[src/rtl/bp_pkg.sv]
package bp_pkg;
    localparam int PC_W    = 32;
    localparam int INSTR_W = 32;
    localparam int OPC_W   = 6;
    localparam int OFF_W   = 16;
    localparam int STEP    = INSTR_W / 8;
    localparam logic [OPC_W-1:0] BR_OPCODE = 6'b000100;

    typedef struct packed {
        logic               valid;
        logic [INSTR_W-1:0] instr;
        logic [PC_W-1:0]    pc;
        logic               pred;
    } dec_reg_t;

    typedef struct packed {
        logic [PC_W-1:0] pc;
        dec_reg_t        dec;
    } fetch_state_t;

    localparam dec_reg_t DEC_BUBBLE = '{valid: 1'b0, instr: '0, pc: '0, pred: 1'b0};
endpackage

[src/rtl/bp_predecode.sv]
module bp_predecode
    import bp_pkg::*;
#(
    parameter logic [OPC_W-1:0] OPCODE = BR_OPCODE
) (
    input  logic [INSTR_W-1:0] word,
    output logic               is_branch,
    output logic               backward,
    output logic [PC_W-1:0]    disp_bytes
);
    localparam int SHIFT = $clog2(STEP);
    localparam int EXT_W = PC_W - OFF_W - SHIFT;

    logic [OFF_W-1:0] off;

    always_comb begin
        off        = word[OFF_W-1:0];
        is_branch  = (word[INSTR_W-1 -: OPC_W] == OPCODE);
        backward   = off[OFF_W-1];
        disp_bytes = {{EXT_W{off[OFF_W-1]}}, off, {SHIFT{1'b0}}};
    end
endmodule

[src/rtl/bp_target.sv]
module bp_target
    import bp_pkg::*;
(
    input  logic [PC_W-1:0] pc,
    input  logic [PC_W-1:0] disp_bytes,
    output logic [PC_W-1:0] seq_pc,
    output logic [PC_W-1:0] tgt_pc
);
    always_comb begin
        seq_pc = pc + PC_W'(STEP);
        tgt_pc = seq_pc + disp_bytes;
    end
endmodule

[src/rtl/bp_resolve.sv]
module bp_resolve
    import bp_pkg::*;
(
    input  logic            valid,
    input  logic            is_branch,
    input  logic            pred,
    input  logic            actual,
    input  logic [PC_W-1:0] seq_pc,
    input  logic [PC_W-1:0] tgt_pc,
    output logic            resolved,
    output logic            mispredict,
    output logic [PC_W-1:0] fix_pc
);
    always_comb begin
        resolved   = valid && is_branch;
        mispredict = resolved && (actual != pred);
        fix_pc     = actual ? tgt_pc : seq_pc;
    end
endmodule

[src/rtl/bp_counters.sv]
module bp_counters #(
    parameter int CNT_W = 16
) (
    input  logic             clk,
    input  logic             rst,
    input  logic             inc_branch,
    input  logic             inc_miss,
    output logic [CNT_W-1:0] branch_cnt,
    output logic [CNT_W-1:0] miss_cnt
);
    typedef struct packed {
        logic [CNT_W-1:0] br;
        logic [CNT_W-1:0] miss;
    } cnt_t;

    cnt_t cnt_d, cnt_q;

    always_comb begin
        cnt_d = cnt_q;
        if (inc_branch) cnt_d.br   = cnt_q.br + CNT_W'(1);
        if (inc_miss)   cnt_d.miss = cnt_q.miss + CNT_W'(1);
    end

    always_ff @(posedge clk) begin
        if (rst) cnt_q <= '0;
        else     cnt_q <= cnt_d;
    end

    assign branch_cnt = cnt_q.br;
    assign miss_cnt   = cnt_q.miss;
endmodule

[src/rtl/bp_fetch_ctrl.sv]
module bp_fetch_ctrl
    import bp_pkg::*;
#(
    parameter int CNT_W = 16
) (
    input  logic               clk,
    input  logic               rst,
    input  logic [INSTR_W-1:0] if_instr,
    input  logic               id_cmp_taken,
    output logic [PC_W-1:0]    fetch_pc,
    output logic [PC_W-1:0]    next_pc,
    output logic               ifid_valid,
    output logic [INSTR_W-1:0] ifid_instr,
    output logic [PC_W-1:0]    ifid_pc,
    output logic               ifid_pred_taken,
    output logic               flush_ifid,
    output logic [CNT_W-1:0]   branch_cnt,
    output logic [CNT_W-1:0]   mispredict_cnt
);
    localparam int NSTAGE = 2;
    localparam int S_IF   = 0;
    localparam int S_ID   = 1;

    fetch_state_t st_d, st_q;

    logic [INSTR_W-1:0] word     [NSTAGE];
    logic [PC_W-1:0]    base_pc  [NSTAGE];
    logic               is_br    [NSTAGE];
    logic               bwd      [NSTAGE];
    logic [PC_W-1:0]    disp     [NSTAGE];
    logic [PC_W-1:0]    seq      [NSTAGE];
    logic [PC_W-1:0]    tgt      [NSTAGE];

    logic            resolved;
    logic            mispredict;
    logic [PC_W-1:0] fix_pc;

    assign word[S_IF]    = if_instr;
    assign base_pc[S_IF] = st_q.pc;
    assign word[S_ID]    = st_q.dec.instr;
    assign base_pc[S_ID] = st_q.dec.pc;

    for (genvar g = 0; g < NSTAGE; g++) begin : g_stage
        bp_predecode #(.OPCODE(BR_OPCODE)) u_pre (
            .word       (word[g]),
            .is_branch  (is_br[g]),
            .backward   (bwd[g]),
            .disp_bytes (disp[g])
        );
        bp_target u_tgt (
            .pc         (base_pc[g]),
            .disp_bytes (disp[g]),
            .seq_pc     (seq[g]),
            .tgt_pc     (tgt[g])
        );
    end

    bp_resolve u_res (
        .valid      (st_q.dec.valid),
        .is_branch  (is_br[S_ID]),
        .pred       (st_q.dec.pred),
        .actual     (id_cmp_taken),
        .seq_pc     (seq[S_ID]),
        .tgt_pc     (tgt[S_ID]),
        .resolved   (resolved),
        .mispredict (mispredict),
        .fix_pc     (fix_pc)
    );

    bp_counters #(.CNT_W(CNT_W)) u_cnt (
        .clk        (clk),
        .rst        (rst),
        .inc_branch (resolved),
        .inc_miss   (mispredict),
        .branch_cnt (branch_cnt),
        .miss_cnt   (mispredict_cnt)
    );

    always_comb begin
        logic if_pred;
        if_pred = is_br[S_IF] && bwd[S_IF];
        st_d    = st_q;
        if (mispredict) begin
            st_d.pc  = fix_pc;
            st_d.dec = DEC_BUBBLE;
        end else begin
            st_d.pc        = if_pred ? tgt[S_IF] : seq[S_IF];
            st_d.dec.valid = 1'b1;
            st_d.dec.instr = if_instr;
            st_d.dec.pc    = st_q.pc;
            st_d.dec.pred  = if_pred;
        end
    end

    always_ff @(posedge clk) begin
        if (rst) st_q <= '{pc: '0, dec: DEC_BUBBLE};
        else     st_q <= st_d;
    end

    assign fetch_pc        = st_q.pc;
    assign next_pc         = st_d.pc;
    assign ifid_valid      = st_q.dec.valid;
    assign ifid_instr      = st_q.dec.instr;
    assign ifid_pc         = st_q.dec.pc;
    assign ifid_pred_taken = st_q.dec.pred;
    assign flush_ifid      = mispredict;
endmodule

[config.mk]
export PLATFORM = sky130hd
export DESIGN_NAME = bp_fetch_ctrl
export DESIGN_NICKNAME = d
export VERILOG_FILES = /design/src/rtl/bp_pkg.sv /design/src/rtl/bp_predecode.sv /design/src/rtl/bp_target.sv /design/src/rtl/bp_resolve.sv /design/src/rtl/bp_counters.sv /design/src/rtl/bp_fetch_ctrl.sv
export SDC_FILE = /design/constraint.sdc
export NUM_CORES = 1
export LEC_CHECK = 0
export ABC_CLOCK_PERIOD_IN_PS = 11760
export BUFFER_PORTS_ARGS = -buffer_cell sky130_fd_sc_hd__buf_4
export CAP_MARGIN = 5
export CELL_PAD_IN_SITES_DETAIL_PLACEMENT = 1
export CELL_PAD_IN_SITES_GLOBAL_PLACEMENT = 1
export CORE_UTILIZATION = 45
export CTS_BUF_LIST = sky130_fd_sc_hd__clkbuf_8 sky130_fd_sc_hd__clkbuf_16
export CTS_CLUSTER_DIAMETER = 60
export CTS_CLUSTER_SIZE = 24
export DETAILED_ROUTE_END_ITERATION = 10
export PLACE_DENSITY_LB_ADDON = 0.1
export SYNTH_ARGS = -nofsm -noshare
export SYNTH_HDL_FRONTEND = slang
export SYNTH_SLANG_ARGS = --single-unit
[constraint.sdc]
create_clock -name clk -period 11.76 [get_ports clk]
set_input_delay 1.176 -clock clk [delete_from_list [all_inputs] [get_ports clk]]
set_output_delay 1.176 -clock clk [all_outputs]
set_load 0.05 [all_outputs]
==> run summary <==
The tools report the data arrival time of the worst path as 4930 ps. In the final timing run, aggregate negative setup slack is 0 ps. The remaining number of nets flagged by the antenna check after routing was 0; the worst slack on hold paths was 485 ps.

Time the worst path needs with I/O delays and setup: 6100 ps. Among cell families on the critical path, the largest total delay comes from simple AND/OR/NAND/NOR gates. After detailed routing, the number of vias per cell comes to 5.95. In this run, synthesis inferred 0 flip-flops with an integrated enable. The setup path with the least slack is of type reg -> out. In this run the power density over the cells is 107 nW/µm². Count of instances resized after the clock tree is built: 0.

The first-pass detailed-route iteration total is 5. Setup skew after layout: 11.4 ps. The number of nets handed over by synthesis was 1329.

The flow ran to the end, and the final reports show no timing, DRC or antenna violations. Sorting the synthesized cells by area gives the leading types as sky130_fd_sc_hd__dfxtp_1, sky130_fd_sc_hd__ha_1, sky130_fd_sc_hd__and2_1. The number of cells on the worst reg-to-reg path was 14. Ranked by instance count, the synthesized netlist is headed by sky130_fd_sc_hd__dfxtp_1, sky130_fd_sc_hd__nand2_1, sky130_fd_sc_hd__nor2_1.

Across the run, the number of max-cap violations was 0. The synthesized netlist occupies a cell area of 9750 µm². Timing would allow up to 164 MHz.

The tools report the number of global-route vias before repair as 9543. The leakage power was 5.21 nW. The initial core utilization is 0.461. The routability congestion estimate from global placement is 0.951, and the number of antenna diodes is 0. In the final design database the tool counted 1466 nets. The all-layer global routing usage was 0.319. The clock reaches the later pin of the worst-skew pair after 430 ps. The cell type with the highest aggregate area in the netlist was sky130_fd_sc_hd__dfxtp_1.

The share of the clock period used by the worst path after layout is 0.519. The area of the core came out at 21200 µm². The run gives 6160 ps as the post-placement setup slack. The worst flop-to-flop path startpoint is fetch_pc[4]. Summed over all layers, the global routing overflow is 0.

The synthesized design contains 130 register bits. Yosys printed 0 warnings. The initial detailed-routing violation count is 715, and the fraction of layout cells with a size suffix above 1 is 0.185. The cell type of the slowest stage on the worst timing path was sky130_fd_sc_hd__nor4_4. The tools report the largest net degree at the start of global routing as 64.

For the final number of max-transition violations, the log shows 0. Clock root buffer master: sky130_fd_sc_hd__clkbuf_16. The post-CTS setup repair buffer count was 0; the wire length of the first global-routing pass was 53700 µm.

The routed layout has 9769 vias. The worst hold path belongs to the class reg -> reg. In the final routed layout, each cell accounts on average for 21.8 µm. The maximum cell stage delay along the critical path is 530 ps, and the transition time at the pin with the least slew margin is 1180 ps. The prevailing post-synth register cell was sky130_fd_sc_hd__dfxtp_1.

Share of synthesized registers carrying an async set or reset: 0. The number of endpoints with negative hold slack in the final report came out at 0. The tools report the DRC violations left as 0. The clock-pin slew on the worst setup and hold paths works out to 60 ps. Instance count along the most critical hold path: 1.

The number of buffers and inverters on the critical path is 1. Start point of the worst hold path: fetch_pc[0]. The worst register-to-register path has a setup slack of 7350 ps. The tools report the number of buffers created by CTS as 17. From left edge to right edge, the die measures 149 µm.

Setup repair after global routing left no endpoint under its margin. Sequential cell area fraction in the yosys report: 0.267. The share of the synthesized area in the top cell type was 0.267; the initial antenna violation count was 1.

Across the VDD grid, the largest voltage drop is 0.0000992 V. Vertical extent of the die: 149 µm. Setup violations remaining at the end of the flow were counted as 0. The total of buffers placed on input and output ports is 197. Traced cell by cell, the critical path runs through nand4_1, nor4_4, and2_1, nand3_1, xnor2_1, ha_1, o21ai_0, o21bai_1, a2111oi_0, o21ai_1, mux2_2, nor3_2, mux2i_1, nor3_1, buf_4. The worst setup path is launched from a flop.

Each instance of the synthesized netlist takes up on average 8.02 µm². The required arrival time at the worst endpoint was 10580 ps; the maximum buffer depth of the clock tree was 2. For the synthesized instance count, the log shows 1216.

The count of pins on the block boundary is 198. Once detailed placement completed, the half-perimeter wirelength came to 27700 µm. The worst setup path is captured at an output pin. The H-tree generated during clock tree synthesis spans 4 levels. Hold repair after CTS inserted 0 buffers. The logs give 76 for the number of library cell types mapped by synthesis and 0.211 for the headroom to the max-slew limit. In this run the worst path has a maximum fanout of 8. The floorplan has 53 rows. The worst register-to-register path ends at fetch_pc[24]. The routed design has 35800 µm of wire.

The number of clock sinks was 130; the worst-case setup margin in the final layout was 5660 ps. The floorplan step defined a die boundary enclosing 22300 µm². TritonCTS built the clock tree.

Post-synthesis to final-layout area growth: 21.0%. The worst min-delay path endpoint was ifid_pc[0]. Yosys instantiated no cell more often than sky130_fd_sc_hd__dfxtp_1.
[cell usage in the layout (no fill, tap or decap), types with 13 or more instances in the layout]
cell                        Yosys  final
sky130_fd_sc_hd__buf_4         34    201
sky130_fd_sc_hd__nand3_1       45     45
sky130_fd_sc_hd__inv_1         21     21
sky130_fd_sc_hd__o21ai_0       52     52
sky130_fd_sc_hd__xnor2_1       64     64
sky130_fd_sc_hd__nor4_1        14     13
sky130_fd_sc_hd__ha_1          76     76
sky130_fd_sc_hd__nand2_1      111    111
sky130_fd_sc_hd__nor3_1        27     27
sky130_fd_sc_hd__and3_1        17     17
sky130_fd_sc_hd__a211oi_1      27     27
sky130_fd_sc_hd__nand4_1       38     38
sky130_fd_sc_hd__a21o_1        19     19
sky130_fd_sc_hd__nor2_1       101    100
sky130_fd_sc_hd__dfxtp_1      130    130
sky130_fd_sc_hd__and2_1        92     92
sky130_fd_sc_hd__clkbuf_16      0     17
sky130_fd_sc_hd__xor2_1        54     54
sky130_fd_sc_hd__a21oi_1       71     71
sky130_fd_sc_hd__mux2i_1       14     14
[power by group]
group / leakage [nW] / internal, mW / switching, mW
clock: 0.308 / 0.363 / 0.214
sequential: 1.06 / 0.451 / 0.0133
combinational: 3.85 / 0.0746 / 0.152
[worst register-to-register path: cells and delay by family, from the launching register on]
kind	cells	cell delay, ps
AO/OA/AOI/OAI	8	2070
AND/OR/NAND/NOR	4	1050
XOR/XNOR	1	320
flip-flops	1	490
adder cells (fa/ha/maj)	1	330
[routing by layer]
| layer | share of wire | up-vias | GRT usage |
|---|---|---|---|
| met1 | 0.46 | 4763 | 0.425 |
| li1 | - | 4632 | - |
| met5 | 0 | - | 0 |
| met3 | 0.060 | 56 | 0.0517 |
| met2 | 0.46 | 318 | 0.513 |
| met4 | 0.027 | 0 | 0.124 |
[cell families after synthesis]
family	Yosys count	synth area share
AND/OR/NAND/NOR	495	0.264
flip-flops	130	0.267
XOR/XNOR	118	0.106
AO/OA/AOI/OAI	274	0.189
buffers and inverters	104	0.0547
adder cells (fa/ha/maj)	78	0.102
multiplexers	17	0.0178
[stage by stage]
step | util | std cells | total power [mW] | area [µm²]
after global placement | 0.528 | 1609 | 0.692 | 11200
after global routing | 0.558 | 1641 | 1.31 | 11800
final | 0.558 | 1641 | 1.27 | 11800
after floorplan | - | 1216 | 0.628 | 9750
after CTS | 0.558 | 1641 | 1.27 | 11800
after detailed placement | 0.528 | 1609 | 0.696 | 11200
[worst max path at each step]
stage,startpoint,endpoint,slack [ps],cells past startpoint
6_report,ifid_pc[5],next_pc[31],5660,15
5_1_grt,ifid_pc[4],next_pc[31],5350,15
4_1_cts,ifid_pc[5],next_pc[31],5700,15
3_5_place_dp,ifid_pc[4],next_pc[31],6160,15
3_3_place_gp,if_instr[0],next_pc[18],6230,11
2_1_floorplan,ifid_pc[12],next_pc[31],6480,15
[final cells by class]
type | count | area, µm²
clock buffer | 18 | 439
clock inverter | 14 | 198
multi-input combinational | 982 | 6630
timing repair buffer | 201 | 1510
inverter | 21 | 78.8
sequential | 130 | 2600
fill | 2597 | 9350
tap | 275 | 344
[registers in the layout (all words and copies together) (netlist names)]
| signal | flops |
|---|---|
| ifid_pc | 32 |
| u_cnt.miss_cnt | 16 |
| ifid_pred_taken | 1 |
| ifid_valid | 1 |
| ifid_instr | 32 |
| u_cnt.branch_cnt | 16 |
| fetch_pc | 32 |
Power figures use the tool's default switching activity.
